==> config.mk <==
export PLATFORM = sky130hd
export DESIGN_NAME = itlb_asid_purge
export DESIGN_NICKNAME = d
export VERILOG_FILES = /design/src/rtl/itlb_pkg.sv /design/src/rtl/itlb_inv_match.sv /design/src/rtl/itlb_lookup.sv /design/src/rtl/itlb_asid_purge.sv
export SDC_FILE = /design/constraint.sdc
export NUM_CORES = 1
export LEC_CHECK = 0
export BUFFER_PORTS_ARGS = -buffer_cell sky130_fd_sc_hd__buf_2
export CAP_MARGIN = 25
export CORE_MARGIN = 5
export CORE_UTILIZATION = 25
export CTS_CLUSTER_DIAMETER = 80
export DETAILED_ROUTE_END_ITERATION = 16
export SETUP_SLACK_MARGIN = 0.05
export SLEW_MARGIN = 20
export SYNTH_ARGS = -nofsm -noshare
export SYNTH_HDL_FRONTEND = slang
export SYNTH_SLANG_ARGS = --single-unit
==> constraint.sdc <==
create_clock -name clk -period 2.36 [get_ports clk]
set_input_delay 0.472 -clock clk [delete_from_list [all_inputs] [get_ports clk]]
set_output_delay 0.472 -clock clk [all_outputs]
set_load 0.1 [all_outputs]
==> src/rtl/itlb_pkg.sv <==
package itlb_pkg;
    localparam int ASID_W = 8;
    localparam int VMID_W = 8;

    typedef enum logic [1:0] {
        RG_SEC_K64 = 2'd0,
        RG_SEC_K32 = 2'd1,
        RG_NSEC    = 2'd2,
        RG_MON     = 2'd3
    } regime_e;

    typedef struct packed {
        logic              stage2;
        logic              last_lvl;
        logic              glob;
        logic [ASID_W-1:0] asid;
        logic [VMID_W-1:0] vmid;
        regime_e           regime;
    } ent_t;
endpackage

==> src/rtl/itlb_inv_match.sv <==
module itlb_inv_match
    import itlb_pkg::*;
(
    input  logic              vld,
    input  ent_t              ent,
    input  logic [ASID_W-1:0] asid,
    input  logic [VMID_W-1:0] vmid,
    input  logic              hyp_en,
    input  regime_e           regime,
    output logic              kill
);
    logic scope_ok;
    logic vm_ok;
    logic pg_ok;

    always_comb begin
        scope_ok = vld && !ent.stage2 && (ent.regime == regime);
        vm_ok    = !hyp_en || (ent.vmid == vmid);
        pg_ok    = !ent.last_lvl || !ent.glob;
        kill     = scope_ok && vm_ok && pg_ok && (ent.asid == asid);
    end
endmodule

==> src/rtl/itlb_lookup.sv <==
module itlb_lookup
    import itlb_pkg::*;
#(
    parameter int ENTRIES = 16,
    localparam int IDX_W = $clog2(ENTRIES)
) (
    input  logic [ENTRIES-1:0]      vld,
    input  ent_t [ENTRIES-1:0]      ent,
    input  logic [ASID_W-1:0]       asid,
    input  logic [VMID_W-1:0]       vmid,
    input  logic                    hyp_en,
    input  regime_e                 regime,
    output logic                    hit,
    output logic [IDX_W-1:0]        idx
);
    logic [ENTRIES-1:0] hv;

    for (genvar g = 0; g < ENTRIES; g++) begin : g_cmp
        assign hv[g] = vld[g] && (ent[g].regime == regime)
                    && (!hyp_en || (ent[g].vmid == vmid))
                    && ((ent[g].asid == asid) || ent[g].glob);
    end

    always_comb begin
        hit = |hv;
        idx = '0;
        for (int i = ENTRIES - 1; i >= 0; i--) begin
            if (hv[i]) idx = IDX_W'(i);
        end
    end
endmodule

==> src/rtl/itlb_asid_purge.sv <==
module itlb_asid_purge
    import itlb_pkg::*;
#(
    parameter int ENTRIES = 16,
    localparam int IDX_W = $clog2(ENTRIES)
) (
    input  logic              clk,
    input  logic              rst_n,
    input  logic              cmd_valid,
    input  logic [31:0]       cmd_operand,
    input  logic [VMID_W-1:0] cmd_vmid,
    input  logic              cmd_hyp_en,
    input  logic [1:0]        cmd_regime,
    output logic              done,
    input  logic              fill_valid,
    output logic              fill_ready,
    input  logic [IDX_W-1:0]  fill_idx,
    input  logic              fill_stage2,
    input  logic              fill_last,
    input  logic              fill_glob,
    input  logic [ASID_W-1:0] fill_asid,
    input  logic [VMID_W-1:0] fill_vmid,
    input  logic [1:0]        fill_regime,
    input  logic [ASID_W-1:0] lk_asid,
    input  logic [VMID_W-1:0] lk_vmid,
    input  logic              lk_hyp_en,
    input  logic [1:0]        lk_regime,
    output logic              lk_hit,
    output logic [IDX_W-1:0]  lk_idx
);
    typedef struct packed {
        logic [ENTRIES-1:0] vld;
        ent_t [ENTRIES-1:0] ent;
        logic               done;
    } st_t;

    st_t                st_d;
    st_t                st_q;
    logic [ENTRIES-1:0] kill;
    logic               fill_we;
    ent_t               fill_ent;
    logic [ENTRIES-1:0] vld_q;
    ent_t [ENTRIES-1:0] ent_q;
    logic               unused_op_hi;

    assign unused_op_hi = ^cmd_operand[31:ASID_W];
    assign vld_q        = st_q.vld;
    assign ent_q        = st_q.ent;
    assign done         = st_q.done;
    assign fill_ready   = !cmd_valid;
    assign fill_we      = fill_valid && fill_ready;

    always_comb begin
        fill_ent.stage2   = fill_stage2;
        fill_ent.last_lvl = fill_last;
        fill_ent.glob     = fill_glob;
        fill_ent.asid     = fill_asid;
        fill_ent.vmid     = fill_vmid;
        fill_ent.regime   = regime_e'(fill_regime);
    end

    for (genvar g = 0; g < ENTRIES; g++) begin : g_match
        itlb_inv_match u_m (
            .vld    (st_q.vld[g]),
            .ent    (st_q.ent[g]),
            .asid   (cmd_operand[ASID_W-1:0]),
            .vmid   (cmd_vmid),
            .hyp_en (cmd_hyp_en),
            .regime (regime_e'(cmd_regime)),
            .kill   (kill[g])
        );
    end

    itlb_lookup #(.ENTRIES(ENTRIES)) u_lk (
        .vld    (st_q.vld),
        .ent    (st_q.ent),
        .asid   (lk_asid),
        .vmid   (lk_vmid),
        .hyp_en (lk_hyp_en),
        .regime (regime_e'(lk_regime)),
        .hit    (lk_hit),
        .idx    (lk_idx)
    );

    always_comb begin
        st_d      = st_q;
        st_d.done = cmd_valid;
        if (cmd_valid) begin
            st_d.vld = st_q.vld & ~kill;
        end
        if (fill_we) begin
            st_d.vld[fill_idx] = 1'b1;
            st_d.ent[fill_idx] = fill_ent;
        end
    end

    always_ff @(posedge clk) begin
        if (!rst_n) begin
            st_q <= '0;
        end else begin
            st_q <= st_d;
        end
    end
endmodule

== Word level (Yosys, flattened, before mapping) ==
Cells that the tools add are included.
Widths: inputs -> output; s select.

* Bitwise operators: 3
* Magnitude comparators: 2
* Equality and inequality tests: 96
* Reduce and logical (&&, ||, !) cells: 246
* Mux-type cells: 23

{| class="wikitable"
|+ Operator list
! operator !! number
|-
| $eq 8x8->1 || 64
|-
| $mux 352 || 1
|-
| $bwmux 336 || 1
|-
| $logic_and 1x1->1 || 130
|-
| $demux 21 s4 || 1
|-
| $eq 2x2->1 || 32
|-
| $logic_or 1x1->1 || 64
|-
| $mux 4 || 16
|-
| $logic_not 1->1 || 51
|-
| $mux 21 || 1
|-
| $and 16x16->16 || 1
|-
| $mux 16 || 1
|-
| $not 16->16 || 1
|-
| $or 16x16->16 || 1
|-
| $reduce_or 16->1 || 1
|-
| $lt 4x5->1 const B || 1
|-
| $demux 1 s4 || 1
|-
| $ge 4x1->1 const B || 1
|-
| $mux 1 || 1
|}

* Flip-flop bits (word level): 353
* Word-level logic and storage cells: 468
* Output and inout port bits: 7

== Depth between registers and ports, before layout ==
Gate-level depths: netlist of run 1.

* Word-level depth: 20
* Mapped depth: 10

== Cells and area by module ==
From an unflattened synthesis of run 1, not the netlist that was laid out.

* Cell total of the unflattened synthesis: 2147
* Area, all modules: 20199.4 um^2

{| class="wikitable"
|+ By module, submodules not included
! module !! times used !! cells each !! sequential area each (um^2) !! area an instance (um^2)
|-
| itlb_asid_purge || 1 || 1215 || 7066.8 || 12763.5
|-
| itlb_lookup || 1 || 500 || 0.0 || 4052.6
|-
| itlb_inv_match || 16 || 27 || 0.0 || 211.5
|}

== Worst setup path after synthesis of run 1 ==
Ideal clock, no wire load.

* Path type: input to output
* From: input port lk_asid[6]
* To: output port lk_idx[1]
* Arrival time: 3445 ps
* Required time: 1888 ps
* Buffers on the path: 1
* Stages: 9
* Slack: -1557 ps
* Cell sequence: buf_6 xor2_1 nor4_1 a21oi_1 or3_1 nor2b_4 o21ai_1 a21boi_1 o41ai_2

* Cells in the longest elaborated chain, start to end: 19

{| class="wikitable"
|+ RTL lines
! element !! RTL line !! RTL
|-
| from (decl) || itlb_asid_purge.sv:24 || <nowiki>input logic [ASID_W-1:0] lk_asid,</nowiki>
|-
| $eq 8x8->1 || itlb_lookup.sv:21 || <nowiki>&& ((ent[g].asid == asid) || ent[g].glob);</nowiki>
|-
| $logic_or 1x1->1 || itlb_lookup.sv:21 ||
|-
| $logic_and 1x1->1 || itlb_lookup.sv:21 ||
|-
| $mux 4 (15 in a row) || itlb_lookup.sv:28 || <nowiki>if (hv[i]) idx = IDX_W'(i);</nowiki>
|-
| $mux 4 * || itlb_lookup.sv:28 ||
|-
| to (decl) || itlb_asid_purge.sv:29 || <nowiki>output logic [IDX_W-1:0] lk_idx</nowiki>
|}

Mark *: on every way between the ends. The rest lies on a longest branch, timed or not.

==> results of run 1 <==
## cells in the final DEF (no fill, tap or decap), drive strengths merged, types with 2 or more instances in the layout
master   netlist  layout
a2111oi       16      16
a211oi         5       5
a21boi       353     353
a21oi         30      30
and2           4       4
buf           69     511
bufinv         0       3
clkbuf       155      58
clkinv         1       8
dfxtp        353     353
diode          0       4
inv            2       4
nand2        692     692
nand2b         3       3
nand3         23      23
nand4         50      50
nor2          16      16
nor2b          6       6
nor3          19      19
nor4          99      99
o211ai         2       2
o21a          16      16
o21ai         19      19
o22ai          2       2
or2            3       3
or3            2       2
xnor2        200     200
xor2         376     376
## routing by layer
layer  vias up  global-route usage (%)
met5         -                       0
met4         0                    5.81
met3       153                    2.58
met2       583                    28.2
met1      8762                    22.2
li1       8937                       -
## area by class of cell
cell class	count	share of cell area (%)
Sequential cell	353	26.5
Clock buffer	57	4.31
Tap cell	1070	5.00
Inverter	3	0.0420
Multi-Input combinational cell	1942	47.1
Clock inverter	12	0.546
Antenna cell	4	0.0374
Timing Repair Buffer	512	16.5
## power groups by stage
| stage | Clock, mW | Combinational (mW) | Sequential, mW |
|---|---|---|---|
| 3_5_place_dp | 0 | 1.75 | 6.17 |
| 2_1_floorplan | 0 | 0.994 | 6.18 |
| 4_1_cts | 6.51 | 1.76 | 6.04 |
| 5_1_grt | 6.74 | 1.87 | 6.04 |
| 3_3_place_gp | 0 | 1.74 | 6.17 |
| 6_report | 6.40 | 1.79 | 6.04 |
## critical path: stages, from the launching register on
cell and delay [ns]:
dfxtp_2 0.34, xor2_2 0.18, nor4_4 0.32, a21oi_2 0.13
or3_4 0.39, nor2b_4 0.15, o21ai_2 0.16, a21boi_2 0.09
o41ai_4 0.23, buf_6 0.17, buf_12 0.17
## timing repair
item	CTS	global route
setup endpoints to repair	5	6
gates cloned	0	0
buffers inserted	0	3
resized for setup	17	46
pin swaps	8	24
## logic make-up after synthesis
kind of cell / share of synthesized area (%)
AOI/OAI and AO/OA: 16.2
xor gates and xnor gates: 24.7
buffers and inverters: 5.25
DFF: 34.5
and+or+nand+nor: 19.4
## worst max-delay path by stage
stage                          start        end  slack (ns)  depth (start not counted)
after CTS                  flip-flop  lk_idx[1]       -1.08                         10
after global routing       flip-flop  lk_idx[1]       -1.15                         10
after global placement    lk_vmid[0]  lk_idx[1]       -0.99                         11
after detailed placement  lk_vmid[0]  lk_idx[1]       -0.99                         11
after floorplan           lk_asid[6]  lk_idx[1]       -0.94                          9
final                      flip-flop  lk_idx[1]       -1.03                         10
## stage by stage
step / util (%) / power (mW) / cells / worst slack [ns] / setup TNS [ns]
after floorplan: - / 7.17 / 2522 / -0.936 / -2.43
after global placement: 30.9 / 7.92 / 3877 / -0.991 / -4.57
after detailed placement: 30.9 / 7.92 / 3877 / -0.993 / -4.61
after CTS: 32.6 / 14.3 / 3946 / -1.08 / -4.70
after global routing: 32.8 / 14.7 / 3949 / -1.15 / -5.05
final: 32.8 / 14.2 / 3953 / -1.03 / -4.47
==> impl_metrics.toml, run 1 <==
[routing]
antenna_left = 0
met2WireLength_um = 35500
firstDrtPassIters = 5
viasPerCell = 4.66
drt-initial-drc-count = 1491
wirelength_met1_um = 33100
top_layer = "met4"
dr_wl_met3_um = 4510
wl_um = 75900
dr_total_vias = 18435
post_drt_wl_per_cell_um = 19.2
drc = 0

[synthesis]
ys_async_sr_fraction_pct = 0
syn_area_per_cell_um2 = 8.11
synth_nets = 2613
yosys_most_used_dff = "dfxtp_1"
synth_cells = 2522
synth-seq-area-share_pct = 34.5
yosys_register_bits = 353
synth_edf_count = 0
ys_top_cells_by_area = "dfxtp_1, xor2_1, a21boi_0, nand2_1, xnor2_1"
post-synth-top-count-cell = "nand2_1"
ys_types = 44
synth_top_area_share_pct = 34.5
synth_warnings = 0
synth_commonest_cells = "nand2_1, xor2_1, dfxtp_1"
yosys.area.top_type = "dfxtp_1"
syn-cell-area_um2 = 20500

[setup_path]
worstPathRequired_ns = 1.89
critical_path_arrival_ns = 2.92
crit_type = "flip-flop to output pin"
reg2reg_to = "vld_q[11]$_SDFF_PN0_"
cp-end-kind = "output pin"
r2r_slack_ns = 0.21
crit_path_start_kind = "flip-flop"
path_max_fanout = 2
rr_worst_depth = 8

[pwr]
vdd_drop_max_v = 0.000354
clkPwrFrac_pct = 45.0
cellPowerDensity_nw_per_um2 = 531
switching_power_mw = 3.78
swShare_pct = 26.6
internal_power_mw = 10.5
pwr-share-seq_pct = 42.5
combPwrFrac_pct = 12.6
p_leak_nw = 10.4

[hold_path]
worstHoldStart = "cmd_valid"
whs_endpoint = "done$_SDFF_PN0_"
hold_depth = 3
worstHoldPathType = "input port to flip-flop"

[floorplanning]
die_h_um = 296
io_pins = 98
core_area_um2 = 81600
dieWidth_um = 296
die_area_um2 = 87600
initial_core_util_pct = 25.1
row_count = 105

[global_routing]
grt_usage_pct = 16.8
grt_max_degree = 93
antenna_found_initial = 5
grt_overflow_total = 0
grt_pass1_wl_um = 113000
grt_pass1_vias = 17624

[sta]
hold_slack_ns = 0.344
worstMarginPinSlew_ns = 0.679
drv_slew = 0
finalHoldViolations = 0
setup_violations = 5
max_freq_mhz = 295
skew_ns = 0.0182
rsz0062_at_grt = "true"
final.setup.worst_slack_ns = -1.03
slew_headroom_pct = 54.7
period_needed_ns = 3.39
period_share_pct = 144

[placement]
dpl_cell_area_um2 = 25200
port-buffer-count = 73
dpl.hpwl_um = 51900
place_congestion = 0.899

[cells_and_area]
ff_latch_area_um2 = 7090
finalInstanceArea_um2 = 26800
multi_input_area_um2 = 12600
area_growth_pct = 31.0
drive_above_1_share_pct = 22.9
fin_nets = 2944
fill_cells = 8378

[cts]
clock-root-buffer = "clkbuf_16"
clkLatencyLatePin_ns = 0.58
cts.sinks = 353
cts_tree = "built"
clkTransAtPathRegs_ns = 0.06
numCtsBuffers = 41
clk_path_buf_depth = 3
cts_hold_buf = 0
cts_htree_levels = 2

[run_status]
outcome = "finished, violations left"
violations = "setup timing"

[job]
cap_violations = 0
Note: power is estimated with default switching activity, not from simulation.
==> run 2, diff against run 1 <==
- SYNTH_HIERARCHICAL: not set -> 1
==> run 2 against run 1 <==
Against the previous run:
- the flow still finishes with violations (setup timing)
- synthesized cell count down 15%
- count of clock-buffer cells in the layout decreased by 2
- design area down 1.1%
- wire length is 6.2% lower
- total power increased by 0.48%
- combinational power hardly changed
- non-clock buffer count fell by 7
- sequential power is essentially flat
- critical endpoint is now lk_idx[2]
- largest cell class unchanged
==> impl_metrics.toml, run 2 <==
[run_status]
outcome = "finished, violations left"
violations = "setup timing"

[floorplanning]
core_area_um2 = 80300
dieWidth_um = 294
row_count = 104
initial_core_util_pct = 25.2
die_h_um = 294
io_pins = 98
die_area_um2 = 86600

[setup_path]
critPathMaxStageDelay_ns = 0.40
r2r_slack_ns = 0.66
worstPathRequired_ns = 1.89
path_max_fanout = 12
worstPathCellList = "buf_2, buf_12, buf_4, xor2_1, nor4_2, a21oi_2, nor3_4, nor2_2, buf_4, a311oi_4, buf_12"
crit_path_start_kind = "input port"
crit_type = "input port to output pin"
cp-end-kind = "output pin"
critical_path_arrival_ns = 2.74
slowest_stage = "nor4_2"
rr_worst_depth = 8
crit_buf_inv = 5
reg2reg_to = "vld_q[7]$_SDFF_PN0_"
crit_family = "buffers and inverters"

[synthesis]
synth_cells = 2147
yosys_most_used_dff = "dfxtp_1"
synth_commonest_cells = "nand2_1, dfxtp_1, mux2i_1"
yosys.area.top_type = "dfxtp_1"
synth_warnings = 6
synth_edf_count = 0
ys_top_cells_by_area = "dfxtp_1, mux2i_1, xor2_1, xnor2_1, nand2_1"
yosys_register_bits = 353
ys_async_sr_fraction_pct = 0
synth_top_area_share_pct = 35.0
syn-cell-area_um2 = 20200
synth-seq-area-share_pct = 35.0
ys_types = 49
syn_area_per_cell_um2 = 9.41
synth_nets = 2238
post-synth-top-count-cell = "nand2_1"

[cells_and_area]
fin_cells = 3648
postLayoutCoreUtil_pct = 33.0
fill_cells = 8226
layout_commonest_cell = "nand2_1"
drive_above_1_share_pct = 25.9
fin_nets = 2645
final_cell_mix = "nand2_1, buf_4, mux2i_1, dfxtp_1, xor2_1"
finalInstanceArea_um2 = 26500
area_growth_pct = 31.2

[cts]
cts_tree = "built"
clock-root-buffer = "clkbuf_16"
clkLatencyLatePin_ns = 0.56
cts_htree_levels = 2
numCtsBuffers = 39
clkTransAtPathRegs_ns = 0.06
cts.sinks = 353
clk_path_buf_depth = 3

[placement]
dpl.hpwl_um = 47700
post-place-ws_ns = -1.09
dp.cells = 3562
dpl_cell_area_um2 = 24700
port-buffer-count = 73
place_congestion = 0.830

[sta]
final.setup.worst_slack_ns = -0.854
max_freq_mhz = 311
setup_violations = 5
slew_headroom_pct = 50.5
drv_slew = 0
worstMarginPinSlew_ns = 0.742
period_share_pct = 136
period_needed_ns = 3.21
rsz0062_at_grt = "true"
skew_ns = 0.0244
hold_slack_ns = 0.410
setup_tns_ns = -4.11
finalHoldViolations = 0

[hold_path]
worstHoldStart = "rst_n"
worstHoldPathType = "input port to flip-flop"
hold_depth = 3

[pwr]
p_leak_nw = 11.6
vdd_drop_max_v = 0.000404
power_mw = 14.3
cellPowerDensity_nw_per_um2 = 540

[global_routing]
grt_overflow_total = 0
grt_pass1_wl_um = 105000
grt_pass1_vias = 16647
grt_usage_pct = 15.8
antenna_found_initial = 6
grt_max_degree = 70

[routing]
post_drt_wl_per_cell_um = 19.5
firstDrtPassIters = 7
wl_um = 71200
antenna_left = 0
drt-initial-drc-count = 1289
dr_total_vias = 16704
viasPerCell = 4.58
drc = 0

[job]
cap_violations = 0
==> run 2: changes by cell type after synthesis, moves of 11 or more <==
cell / before / now
clkbuf_1: 155 / 53
xnor2_1: 200 / 256
a21boi_0: 350 / 15
nor3_1: 17 / 28
nor4_1: 97 / 68
xor2_1: 376 / 319
nand2_1: 692 / 412
nand4b_1: 0 / 16
mux2i_1: 0 / 336
and3_1: 1 / 17
a2111oi_0: 16 / 0
==> run 2: what timing repair did <==
item,in CTS,in global routing
endpoints found under the setup margin,5,5
pin swaps,37,21
setup buffers,2,9
cloned,0,0
hold buffers,0,0
gates resized for setup,52,30
==> run 2: logic make-up (layout without fill, tap and decap cells) <==
group           after synthesis  count (layout)  share of synthesized area (%)
simple gates                653             653                           15.6
other cells                   0               4                              0
mux                         336             336                           16.7
xor+xnor                    576             576                           25.0
compound gates               87              87                           2.88
buf+inv                     142             579                           4.90
flops                       353             353                           35.0
==> run 2: layout make-up <==
type | instances | area (um^2) | area share [%]
Sequential cell | 353 | 7090 | 26.7
Clock buffer | 55 | 1150 | 4.33
Multi-Input combinational cell | 1652 | 12600 | 47.4
Inverter | 3 | 11.3 | 0.0425
Tap cell | 1060 | 1330 | 5.01
Clock inverter | 16 | 195 | 0.737
Timing Repair Buffer | 505 | 4160 | 15.7
Antenna cell | 4 | 10.0 | 0.0378
==> run 2: worst min-delay path: stages <==
cell and delay [ns]:
buf_8 0.23, nand2_1 0.13, mux2i_1 0.05
==> run 2: worst max-delay path by stage <==
| stage | start | to | depth (start not counted) | slack [ns] |
|---|---|---|---|---|
| global placement | lk_asid[0] | lk_hit | 12 | -1.09 |
| CTS | flip-flop | lk_idx[2] | 8 | -0.78 |
| finish | lk_asid[3] | lk_idx[2] | 11 | -0.85 |
| global route | flip-flop | lk_hit | 10 | -0.91 |
| floorplan | lk_asid[3] | lk_idx[2] | 10 | -0.75 |
| detailed placement | lk_asid[0] | lk_hit | 12 | -1.09 |
==> run 2: report_power, final <==
| part | leakage, nW | switching, mW | internal, mW |
|---|---|---|---|
| sequential | 2.85 | 0.0359 | 6.00 |
| clock | 0.673 | 2.64 | 3.85 |
| combinational | 8.07 | 1.09 | 0.690 |
| total | 11.6 | 3.76 | 10.5 |
==> run 2: per-layer routing <==
layer	global-route usage, %	share of wire [%]	vias up	wire, um
met2	25.5	45	444	32200
met4	6.10	4.3	2	3050
met1	21.1	45	8083	31900
met3	2.60	5.5	139	3920
li1	-	-	8036	-
met5	0	0.018	-	13
==> run 3, diff against run 2 <==
- ABC_AREA: not set -> 1
- SLEW_MARGIN: 20 -> 5
==> run 3 against run 2 <==
Against the previous run:
- the run still ends with setup timing left
- critical endpoint is now lk_idx[0]
- count of clock-buffer cells in the layout increased by 10
- die area grew 26%
- non-clock buffer count is 52 higher
- cell count up 75%
- combinational power rose by 35%
- worst hold slack got worse by 0.25 ns
- sequential share of layout area fell by 4.9 points
- sequential cell count stayed put
- setup slack worse by 0.11 ns
- design area is 23% higher
==> impl_metrics.toml, run 3 <==
[run_status]
outcome = "finished, violations left"
violations = "setup timing"

[routing]
drc = 0
met2WireLength_um = 40000
dr_wl_met3_um = 4580
antenna_left = 0
dr_total_vias = 26966
post_drt_wl_per_cell_um = 14.0
firstDrtPassIters = 6
drt-initial-drc-count = 2349
wl_um = 89700
viasPerCell = 4.23
wirelength_met1_um = 42800
top_layer = "met4"

[placement]
port-buffer-count = 73
place_congestion = 0.887
dpl.hpwl_um = 64900
dp.cells = 6306
dpl_cell_area_um2 = 30900

[cells_and_area]
drive_above_1_share_pct = 15.6
area_growth_pct = 27.0
fin_nets = 5077
finalInstanceArea_um2 = 32600
final_cell_mix = "nand2_1, inv_1, nor2_1, buf_4, nand3_1"
postLayoutCoreUtil_pct = 32.0
layout_commonest_cell = "nand2_1"
antenna_cells = 0
fin_cells = 6382
fill_cells = 11171

[synthesis]
synth_edf_count = 0
yosys_register_bits = 353
synth-seq-area-share_pct = 27.5
ys_types = 44
ys_top_cells_by_area = "dfxtp_1, nand2_1, inv_1, nor2_1, nand3_1"
synth_nets = 4682
synth_top_area_share_pct = 27.5
synth_cells = 4591
synth_commonest_cells = "nand2_1, inv_1, nor2_1"
synth_warnings = 6
yosys_most_used_dff = "dfxtp_1"
yosys.area.top_type = "dfxtp_1"
ys_async_sr_fraction_pct = 0
syn-cell-area_um2 = 25700
post-synth-top-count-cell = "nand2_1"
syn_area_per_cell_um2 = 5.59

[sta]
setup_violations = 5
max_freq_mhz = 300
skew_ns = 0.00889
drv_slew = 0
finalHoldViolations = 0
period_needed_ns = 3.33
rsz0062_at_grt = "true"
setup_tns_ns = -4.61
period_share_pct = 141
slew_headroom_pct = 54.1
final.setup.worst_slack_ns = -0.968
worstMarginPinSlew_ns = 0.688

[floorplanning]
initial_core_util_pct = 25.2
io_pins = 98
die_area_um2 = 109000
die_h_um = 330
dieWidth_um = 330
core_area_um2 = 102000
row_count = 117

[pwr]
power_mw = 15.2
p_leak_nw = 16.2
vdd_drop_max_v = 0.000491
cellPowerDensity_nw_per_um2 = 465

[setup_path]
crit_path_start_kind = "flip-flop"
critPathMaxStageDelay_ns = 0.35
crit_type = "flip-flop to output pin"
rr_worst_depth = 8
slowest_stage = "dfxtp_2"
worstPathCellList = "xnor2_1, nand2_1, nor2_1, nand2_1, nand2_2, nand2_2, nor2_1, nand2_1, nand2_1, nand2_2, nand2_1, nand2_1, nand2_1, nand2_2, nand2_1, nand2_1, nand2_1, nand2_1, nand2_1, nand2_1, a21oi_2, buf_6, buf_12"
cp-end-kind = "output pin"
path_max_fanout = 2
worstPathRequired_ns = 1.89
cp_common_cell = "nand2_1"
critical_path_arrival_ns = 2.86

[global_routing]
antenna_found_initial = 0
grt_max_degree = 82
grt_pass1_vias = 24294
grt_usage_pct = 16.2
grt_overflow_total = 0
grt_pass1_wl_um = 141000

[cts]
cts_htree_levels = 2
clk_path_buf_depth = 3
clock-root-buffer = "clkbuf_16"
clkTransAtPathRegs_ns = 0.06
numCtsBuffers = 42
cts_tree = "built"
cts.sinks = 353
clkLatencyLatePin_ns = 0.58

[hold_path]
worstHoldPathType = "input port to flip-flop"
hold_depth = 3

[job]
cap_violations = 0
-- run 3: cell types whose count changed in the layout (fill, tap and decap cells not counted), moves of 19 or more --
cell	delta
buf_4	+36
xnor2_1	-120
inv_1	+903
a21oi_1	+44
xor2_1	-220
nand3_1	+310
nand2_1	+1021
dfxtp_1	-19
mux2i_1	-336
nor2_1	+798
nor4_1	-44
or2_2	+44
-- run 3: worst paths after layout --
| path | end | slack [ns] | startpoint |
|---|---|---|---|
| setup / recovery | lk_idx[0] | -0.97 | flip-flop |
| hold / removal | flip-flop | 0.16 | fill_asid[1] |
| setup reg to reg | vld_q[8]$_SDFF_PN0_ | 0.69 | flip-flop |
| hold reg to reg | flip-flop | 0.48 | flip-flop |
-- run 3: repair_timing --
item / 4_1_cts / 5_1_grt
hold buffers: 0 / 0
resized for setup: 79 / 19
pin swaps: 21 / 11
setup endpoints to repair: 5 / 5
buffers inserted: 3 / 2
-- run 3: metal layers --
metal	GRT usage, %	vias to the layer above
li1	-	14232
met1	22.9	11941
met2	26.4	677
met3	1.45	116
met4	4.30	0
met5	0	-
-- run 3: worst max-delay path: cells and delay by family, from the launching register on --
family / cells / cell delay [ns]
and+or+nand+nor: 19 / 1.31
DFF: 1 / 0.35
buffers and inverters: 2 / 0.31
AOI/OAI and AO/OA: 1 / 0.15
xor gates and xnor gates: 1 / 0.12
-- run 3: where the power goes --
group	total (mW)	internal, mW	leakage (nW)	switching, mW
Clock	6.66	3.87	0.655	2.78
Sequential	6.11	6.04	2.87	0.0685
Combinational	2.40	0.896	12.6	1.50
Total	15.2	10.8	16.2	4.35
-- run 3: through the flow --
stage               setup slack [ns]  hold WS, ns
floorplan                     -0.800        0.441
global placement              -0.914        0.454
detailed placement            -0.898        0.468
CTS                           -0.909        0.130
global route                   -1.16        0.155
finish                        -0.968        0.157
-- run 3: final cells by class --
type / instances / area (um^2) / share of cell area (%)
clock inverter: 7 / 90.1 / 0.276
inverter: 919 / 3460 / 10.6
clock buffer: 65 / 1260 / 3.87
multi-input combinational: 3113 / 14300 / 43.9
timing repair buffer: 557 / 4660 / 14.3
tap: 1368 / 1710 / 5.25
sequential: 353 / 7120 / 21.8
-- run 3: cells by family after synthesis --
| logic type | Yosys count | share of synthesized area [%] |
|---|---|---|
| compound gates | 133 | 3.18 |
| xor+xnor | 228 | 7.78 |
| buf+inv | 1125 | 18.1 |
| flops | 353 | 27.5 |
| simple gates | 2752 | 43.4 |
